==> src/rtl/wdiv_pkg.sv <==
package wdiv_pkg;
  typedef enum logic {
    ST_IDLE = 1'b0,
    ST_RUN  = 1'b1
  } wdiv_state_e;
endpackage

==> src/rtl/wdiv_gate.sv <==
// Overflow gate: quotient fits in one word only if hi < divisor (covers zero).
module wdiv_gate #(
  parameter int XLEN = 64
) (
  input  logic [XLEN-1:0] hi_i,
  input  logic [XLEN-1:0] div_i,
  output logic            ok_o
);
  always_comb ok_o = (div_i != '0) && (hi_i < div_i);
endmodule

==> src/rtl/wdiv_step.sv <==
// One restoring radix-2 step: shift in next dividend bit, subtract if it fits.
module wdiv_step #(
  parameter int XLEN = 64
) (
  input  logic [XLEN-1:0] rem_i,
  input  logic [XLEN-1:0] quo_i,
  input  logic [XLEN-1:0] div_i,
  output logic [XLEN-1:0] rem_o,
  output logic [XLEN-1:0] quo_o
);
  logic [XLEN:0] part;
  logic [XLEN:0] diff;
  logic          ge;

  always_comb begin
    part  = {rem_i, quo_i[XLEN-1]};
    diff  = part - {1'b0, div_i};
    ge    = part >= {1'b0, div_i};
    rem_o = ge ? diff[XLEN-1:0] : part[XLEN-1:0];
    quo_o = {quo_i[XLEN-2:0], ge};
  end
endmodule

==> src/rtl/wdiv_ctrl.sv <==
module wdiv_ctrl
  import wdiv_pkg::*;
#(
  parameter int XLEN = 64
) (
  input  logic clk_i,
  input  logic rst_ni,
  input  logic start_i,
  output logic busy_o,
  output logic load_o,
  output logic step_o,
  output logic last_o,
  output logic done_o
);
  localparam int CW = (XLEN > 1) ? $clog2(XLEN) : 1;

  wdiv_state_e   state_q;
  logic [CW-1:0] cnt_q;

  always_comb begin
    load_o = start_i && (state_q == ST_IDLE);
    step_o = (state_q == ST_RUN);
    last_o = step_o && (cnt_q == CW'(XLEN - 1));
    busy_o = step_o;
  end

  always_ff @(posedge clk_i or negedge rst_ni) begin
    if (!rst_ni) begin
      state_q <= ST_IDLE;
      cnt_q   <= '0;
      done_o  <= 1'b0;
    end else begin
      done_o <= last_o;
      if (load_o) begin
        state_q <= ST_RUN;
        cnt_q   <= '0;
      end else if (last_o) begin
        state_q <= ST_IDLE;
      end else if (step_o) begin
        cnt_q <= cnt_q + 1'b1;
      end
    end
  end
endmodule

==> src/rtl/wdiv_top.sv <==
module wdiv_top #(
  parameter int XLEN = 64
) (
  input  logic            clk_i,
  input  logic            rst_ni,
  input  logic            start_i,
  input  logic [XLEN-1:0] hi_i,
  input  logic [XLEN-1:0] lo_i,
  input  logic [XLEN-1:0] divisor_i,
  output logic            busy_o,
  output logic            done_o,
  output logic [XLEN-1:0] quotient_o,
  output logic [XLEN-1:0] remainder_o,
  output logic            ov_o
);
  logic            load, step, last, ok_in;
  logic            ok_q;
  logic [XLEN-1:0] rem_q, quo_q, div_q;
  logic [XLEN-1:0] rem_n, quo_n;

  wdiv_ctrl #(.XLEN(XLEN)) u_ctrl (
    .clk_i  (clk_i),
    .rst_ni (rst_ni),
    .start_i(start_i),
    .busy_o (busy_o),
    .load_o (load),
    .step_o (step),
    .last_o (last),
    .done_o (done_o)
  );

  wdiv_gate #(.XLEN(XLEN)) u_gate (
    .hi_i (hi_i),
    .div_i(divisor_i),
    .ok_o (ok_in)
  );

  wdiv_step #(.XLEN(XLEN)) u_step (
    .rem_i(rem_q),
    .quo_i(quo_q),
    .div_i(div_q),
    .rem_o(rem_n),
    .quo_o(quo_n)
  );

  // Working registers: remainder seeded with hi, quotient shifter with lo.
  always_ff @(posedge clk_i or negedge rst_ni) begin
    if (!rst_ni) begin
      rem_q <= '0;
      quo_q <= '0;
      div_q <= '0;
      ok_q  <= 1'b0;
    end else if (load) begin
      rem_q <= hi_i;
      quo_q <= lo_i;
      div_q <= divisor_i;
      ok_q  <= ok_in;
    end else if (step) begin
      rem_q <= rem_n;
      quo_q <= quo_n;
    end
  end

  // Result registers update only on the final step.
  always_ff @(posedge clk_i or negedge rst_ni) begin
    if (!rst_ni) begin
      quotient_o  <= '0;
      remainder_o <= '0;
      ov_o        <= 1'b0;
    end else if (last) begin
      quotient_o  <= ok_q ? quo_n : '1;
      remainder_o <= ok_q ? rem_n : '1;
      ov_o        <= !ok_q;
    end
  end
endmodule

==> config.mk <==
export PLATFORM = sky130hd
export DESIGN_NAME = wdiv_top
export DESIGN_NICKNAME = d
export VERILOG_FILES = /design/src/rtl/wdiv_pkg.sv /design/src/rtl/wdiv_gate.sv /design/src/rtl/wdiv_step.sv /design/src/rtl/wdiv_ctrl.sv /design/src/rtl/wdiv_top.sv
export SDC_FILE = /design/constraint.sdc
export NUM_CORES = 1
export LEC_CHECK = 0
export ABC_CLOCK_PERIOD_IN_PS = 4600
export BUFFER_PORTS_ARGS = -buffer_cell sky130_fd_sc_hd__buf_2
export CORE_AREA = 2 2 234 236
export CTS_CLUSTER_SIZE = 40
export DETAILED_ROUTE_END_ITERATION = 7
export DIE_AREA = 0 0 236 238
export GPL_TIMING_DRIVEN = 0
export SYNTH_ARGS = -nofsm -noshare
export SYNTH_HDL_FRONTEND = slang
export SYNTH_HIERARCHICAL = 1
export SYNTH_SLANG_ARGS = --single-unit
==> constraint.sdc <==
create_clock -name clk_i -period 4.6 [get_ports clk_i]
set_input_delay 0.46 -clock clk_i [delete_from_list [all_inputs] [get_ports clk_i]]
set_output_delay 0.46 -clock clk_i [all_outputs]
set_load 0.02 [all_outputs]
==> Yosys cells after proc, flatten, opt, wreduce, memory -nomap -nowiden <==
Index checks and enable logic that the tools add are counted.
{ "totals": {"input_bits": 195, "output_inout_bits": 131, "latchBits": 0, "romBits": 0, "register_bits": 330, "n_memories": 0, "mem_bits_rw": 0} }
{ "op_classes": {"shift": 0, "reduce_logical": 8, "n_mul": 0, "n_mux": 12, "eq_ne": 2, "bitwise_logic": 1, "add_sub_neg": 2, "div_mod_pow": 0, "magnitude_cmp": 2} }
{ "ops": {"columns": ["op", "n"], "rows": [
  ["$mux 64", 7],
  ["$ge 65x64->1", 1],
  ["$lt 64x64->1", 1],
  ["$reduce_bool 64->1", 1],
  ["$sub 64x64->64", 1],
  ["$mux 6", 3],
  ["$add 6x1->6 const B", 1],
  ["$eq 6x6->1 const B", 1],
  ["$reduce_bool 2->1", 2],
  ["$logic_and 1x1->1", 3],
  ["$mux 1", 2],
  ["$ne 2x2->1 const B", 1],
  ["$reduce_and 2->1", 1],
  ["$logic_not 1->1", 1],
  ["$not 1->1", 1]
]} }

==> Longest topological paths before layout <==
{ "depth": {"depth_word": 4, "mapped_depth": 17, "mapped_depth_nobuf": 15} }

==> Hierarchy <==
The synthesis kept the hierarchy.
{ "by_module_without_submodules": {"columns": ["module", "instances", "cells_per_inst", "area_per_inst_um2"], "rows": [
  ["wdiv_top", 1, 1250, 13777.0],
  ["wdiv_step", 1, 785, 5401.4],
  ["wdiv_gate", 1, 244, 1727.9],
  ["wdiv_ctrl", 1, 38, 391.6]
]} }

==> Worst setup path after synthesis <==
OpenSTA, ideal clock, no wires.
{ "synth_path": {"path_type": "register to register", "start": "register rem_q[33]", "end": "register rem_q[17]", "path_stages_with_launch": 15, "path_slack_ps": 1105, "required_time_ps": 4480, "t_arrival_ps": 3375, "n_path_buf": 1, "setup_time_ps": 120, "cell_sequence": "dfrtp_1 -> ha_1 -> a21oi_2 -> o21bai_1 -> a21oi_1 -> o21ai_0 -> a221o_1 -> a41oi_2 -> o32ai_1 -> o311a_4 -> a31oi_4 -> buf_6 -> mux2_1 -> mux2i_1 -> o21ai_2"} }
{ "synth_between": {"elab_chain_cells": 4} }
{ "synth_lines": {"columns": ["element", "line_no", "text"], "rows": [
  ["start: declaration", "wdiv_top.sv:18", "logic [XLEN-1:0] rem_q, quo_q, div_q;"],
  ["start signal: assignment", "wdiv_top.sv:54", "rem_q <= hi_i;"],
  ["start signal: assignment", "wdiv_top.sv:59", "rem_q <= rem_n;"],
  ["$ge 65x64->1", "wdiv_step.sv:18", "ge = part >= {1'b0, div_i};"],
  ["$mux 64", "wdiv_step.sv:19", "rem_o = ge ? diff[XLEN-1:0] : part[XLEN-1:0];"],
  ["named net rem_n[17]", "wdiv_top.sv:19", "logic [XLEN-1:0] rem_n, quo_n;"],
  ["$mux 64", "wdiv_top.sv:58", "end else if (step) begin"],
  ["$mux 64", "wdiv_top.sv:53", "end else if (load) begin"]
]} }
The timed path passes the listed nets, and every way through them passes these cells. The select of a mux whose other input is x is not followed.
A chain may end at the register's enable or synchronous reset.

==> Final worst setup path <==
{ "layout_path": {"start": "register quo_q[63]", "end": "register rem_q[62]"} }
{ "layout_between": {"elab_chain_cells": 4, "elab_cells_between_ends": 5, "cone_classes": "add/sub: 1; order compare: 1; mux: 3"} }
{ "layout_lines": {"columns": ["element", "line_no", "text"], "rows": [
  ["start: declaration", "wdiv_top.sv:18", null],
  ["start signal: assignment", "wdiv_top.sv:55", "quo_q <= lo_i;"],
  ["start signal: assignment", "wdiv_top.sv:60", "quo_q <= quo_n;"],
  ["$sub 64x64->64 / $ge 65x64->1 (equally long branches)", "wdiv_step.sv:17, wdiv_step.sv:18", null],
  ["$mux 64 *", "wdiv_step.sv:19", null],
  ["named net rem_n[62]", "wdiv_top.sv:19", null],
  ["$mux 64 *", "wdiv_top.sv:58", null],
  ["$mux 64 *", "wdiv_top.sv:53", null]
]} }
Mark *: on every way through the listed nets, which the timed path passes. The rest lies on a longest branch. The select of a mux whose other input is x is not followed.

==> results.txt <==
Worst path depth: 15
WS Path Type: flip-flop to flip-flop
Total gr overflow: 0
Max Cap Viol: 0
Min-Delay Path Class: input pin to flip-flop
I/O pin count: 326
Critical Path Max Stage Delay: 480 ps
H-tree lvl count: 2
Clock transition at path regs: 60 ps
Met1 usage: 32.7%
Pin count of the biggest net entering global routing: 86
Root Buffer: clkbuf_16
Crit Path Max Fanout: 4
Die X: 236 um
Die ar.: 0.0562 mm^2
Synth Flop Type: dfrtp_1
Syn Std Cell Area: 0.0213 mm^2
Finished Cell Area: 0.0253 mm^2
Post-DRT Antenna Nets: 0
Filler cell count: 5217
Hold depth: 3
Worst path slowest cell: a21oi_1
PD cells: 928 mW/mm^2
Area post-placement: 0.0239 mm^2
Cell count after synthesis: 2317
Sequential share of the synthesized area: 38.8%
Worst setup EP type: flip-flop
GP Congestion: 0.892
Vias: 18200
Reg2reg start: quo_q[63]
Flop and latch count out of synthesis: 330
Post-synthesis async set-or-reset flop share: 100%
Most frequent cells in the layout: buf_2 (387), dfrtp_1 (330), inv_1 (280)
Final setup fails: 0
Pwr Total: 23500 uW
Reg2reg setup slack: 350 ps
Num CTS Buffers: 40
Avg Inst Size Synth: 9.19 um^2
WL/cell: 19.2 um
Worst EP arrival: 4750 ps
Initial Util: 39.8%
Worst hold endpoint: quo_q[4]
Required @ worst endpoint: 5100 ps
CP Cell Sequence: inv_1, ha_1, fa_1, nand2b_1, a21oi_1, o311ai_0, o211ai_1, o21ai_1, a21oi_1, a21boi_1, o31a_1, a311oi_1, mux2_1, mux2i_1, o21ai_0
Initial antenna violation count: 8
Detailed Routing Iterations Pass 1: 5
Post-detail-place hpwl: 51.7 mm
Number of global-route vias before repair: 18200
Top delay family on crit path: compound AO/OA/AOI/OAI gates
Capture instance of the worst register-to-register path: rem_q[62]
Crit path time final: 4250 ps
CTS sink count: 330
Final hold violations: 0
Die Y: 238 um
Gr usage total: 23.1%
Most common cell on crit path: a21oi_1
Worst slew margin: 19.1%
Grt peak-use layer: met2
Ys Warns: 6
Post-Syn Nets: 2641
Synth unique cells: 78
Worst vdd ir: 0.384 mV
Routed wire length: 65.8 mm
Max frequency: 236 MHz
Reg2Reg Depth: 15
Period utilisation layout: 92.3%
Initial drt markers: 1257
Worst Tran Pin Value: 1200 ps
# port buffers: 325
Met2 Use GR: 36.3%
CP Launch Type: flip-flop
Post-Route Skew: 27.0 ps
Fin nets: 3014
DR vias/cell: 5.32
P_leak: 0.0133 uW
Clk Latency, worst-skew pair: 580 ps
Core ar.: 0.0535 mm^2
Layout cell share with drive strength beyond 1: 23.7%
RSZ-0062 raised after global routing: no
First-pass GRT wire length: 102 mm
Buffer and inverter count on the worst path: 1
Post-synth EDFFs: 0
Min-delay src: lo_i[4]
Remaining routing DRC violations: 0
Area Overhead vs Synth: 18.9%
Status: finished, final reports clean
Clk buf depth: 3
Row count: 85
CTS tree: yes
Final Max Slew Viols: 0
Most common cell after layout, fill and taps aside: buf_2
Met3 Track Usage GR: 3.90%
## Yosys cell counts (45+ instances only)
cell type  instances  share of area [%]
mux2_1            55                2.9
dfrtp_1          330                 39
a21oi_1           99                2.3
mux2i_1          133                6.3
nor2_1           167                2.9
ha_1             128                7.5
o21ai_1          119                2.8
nand2_1          215                3.8
o21ai_0           62                1.5
buf_2             63                1.5
buf_4             67                2.4
inv_1            280                4.9
a31oi_1          141                4.1
mux2_2            45                2.4
## area by class of cell
class	instances	area [um^2]	area share, %
inverters	280	1050	4.15
clock buffers	60	1190	4.69
diodes	3	7.51	0.0297
repair buffers	331	1760	6.94
multi-input cells	1516	10600	42.0
plain buffers	191	1360	5.37
flip-flops and latches	330	8260	32.6
well taps	696	871	3.44
clock inverters	11	194	0.766
## repair_timing
| item | in CTS | in global routing |
|---|---|---|
| setup endpoints to repair | 0 | 118 |
| hold buffers | 1 | 0 |
| hold endpoints to repair | 81 | 0 |
| resized for setup | 0 | 2 |
| buffers inserted | 0 | 2 |
## metal layers
layer | routed length (um) | up-vias
met2 | 29300 | 499
li1 | - | 8697
met5 | 29 | -
met3 | 3800 | 93
met1 | 30800 | 8892
met4 | 1780 | 6
## metrics by stage
step | setup WS (ps) | hold slack (ps) | TNS (ps) | instances | util, %
2_1_floorplan | 1100 | 164 | 0 | 2317 | -
6_report | 354 | 89.8 | 0 | 3418 | 47.3
4_1_cts | 121 | 54.6 | 0 | 3413 | 47.3
3_3_place_gp | -3470 | 490 | -1124890 | 3338 | 44.5
3_5_place_dp | 145 | 490 | 0 | 3341 | 44.7
5_1_grt | 103 | 76.0 | 0 | 3417 | 47.3
## tightest hold or removal path: stages
cell     delay, ps
buf_2           80
nand2_1         40
o21ai_1         60
## report_power, final
group	switching, uW	internal, uW	leakage, uW
Sequential	926	4480	0.00391
Combinational	8550	6200	0.00868
Clock	1320	2020	0.000669
Total	10800	12700	0.0133
## cells by family after synthesis
group | synth area share [%]
and+or+nand+nor | 10.7
adders and majority gates | 7.61
DFF | 38.8
AOI/OAI and AO/OA | 15.8
xor gates and xnor gates | 2.43
buffers and inverters | 11.3
muxes | 13.3
## worst max-delay path by stage
stage / start / to / slack (ps)
after floorplan: rem_q[33] / rem_q[17] / 1100
after global placement: rst_ni / quotient_o[15] / -3470
after detailed placement: rem_q[3] / rem_q[56] / 140
after CTS: div_q[1] / rem_q[56] / 120
after global routing: quo_q[63] / rem_q[62] / 100
final: quo_q[63] / rem_q[62] / 350
## flip-flops by register name, summed over array words and instances, names as in the netlist
signal	count
div_q	64
quotient_o	64
quo_q	64
rem_q	64
u_ctrl/cnt_q	6
remainder_o	64
ov_o	1
ok_q	1
u_ctrl/done_o	1
u_ctrl/busy_o	1
No activity file was read; power rests on OpenSTA's default activity.
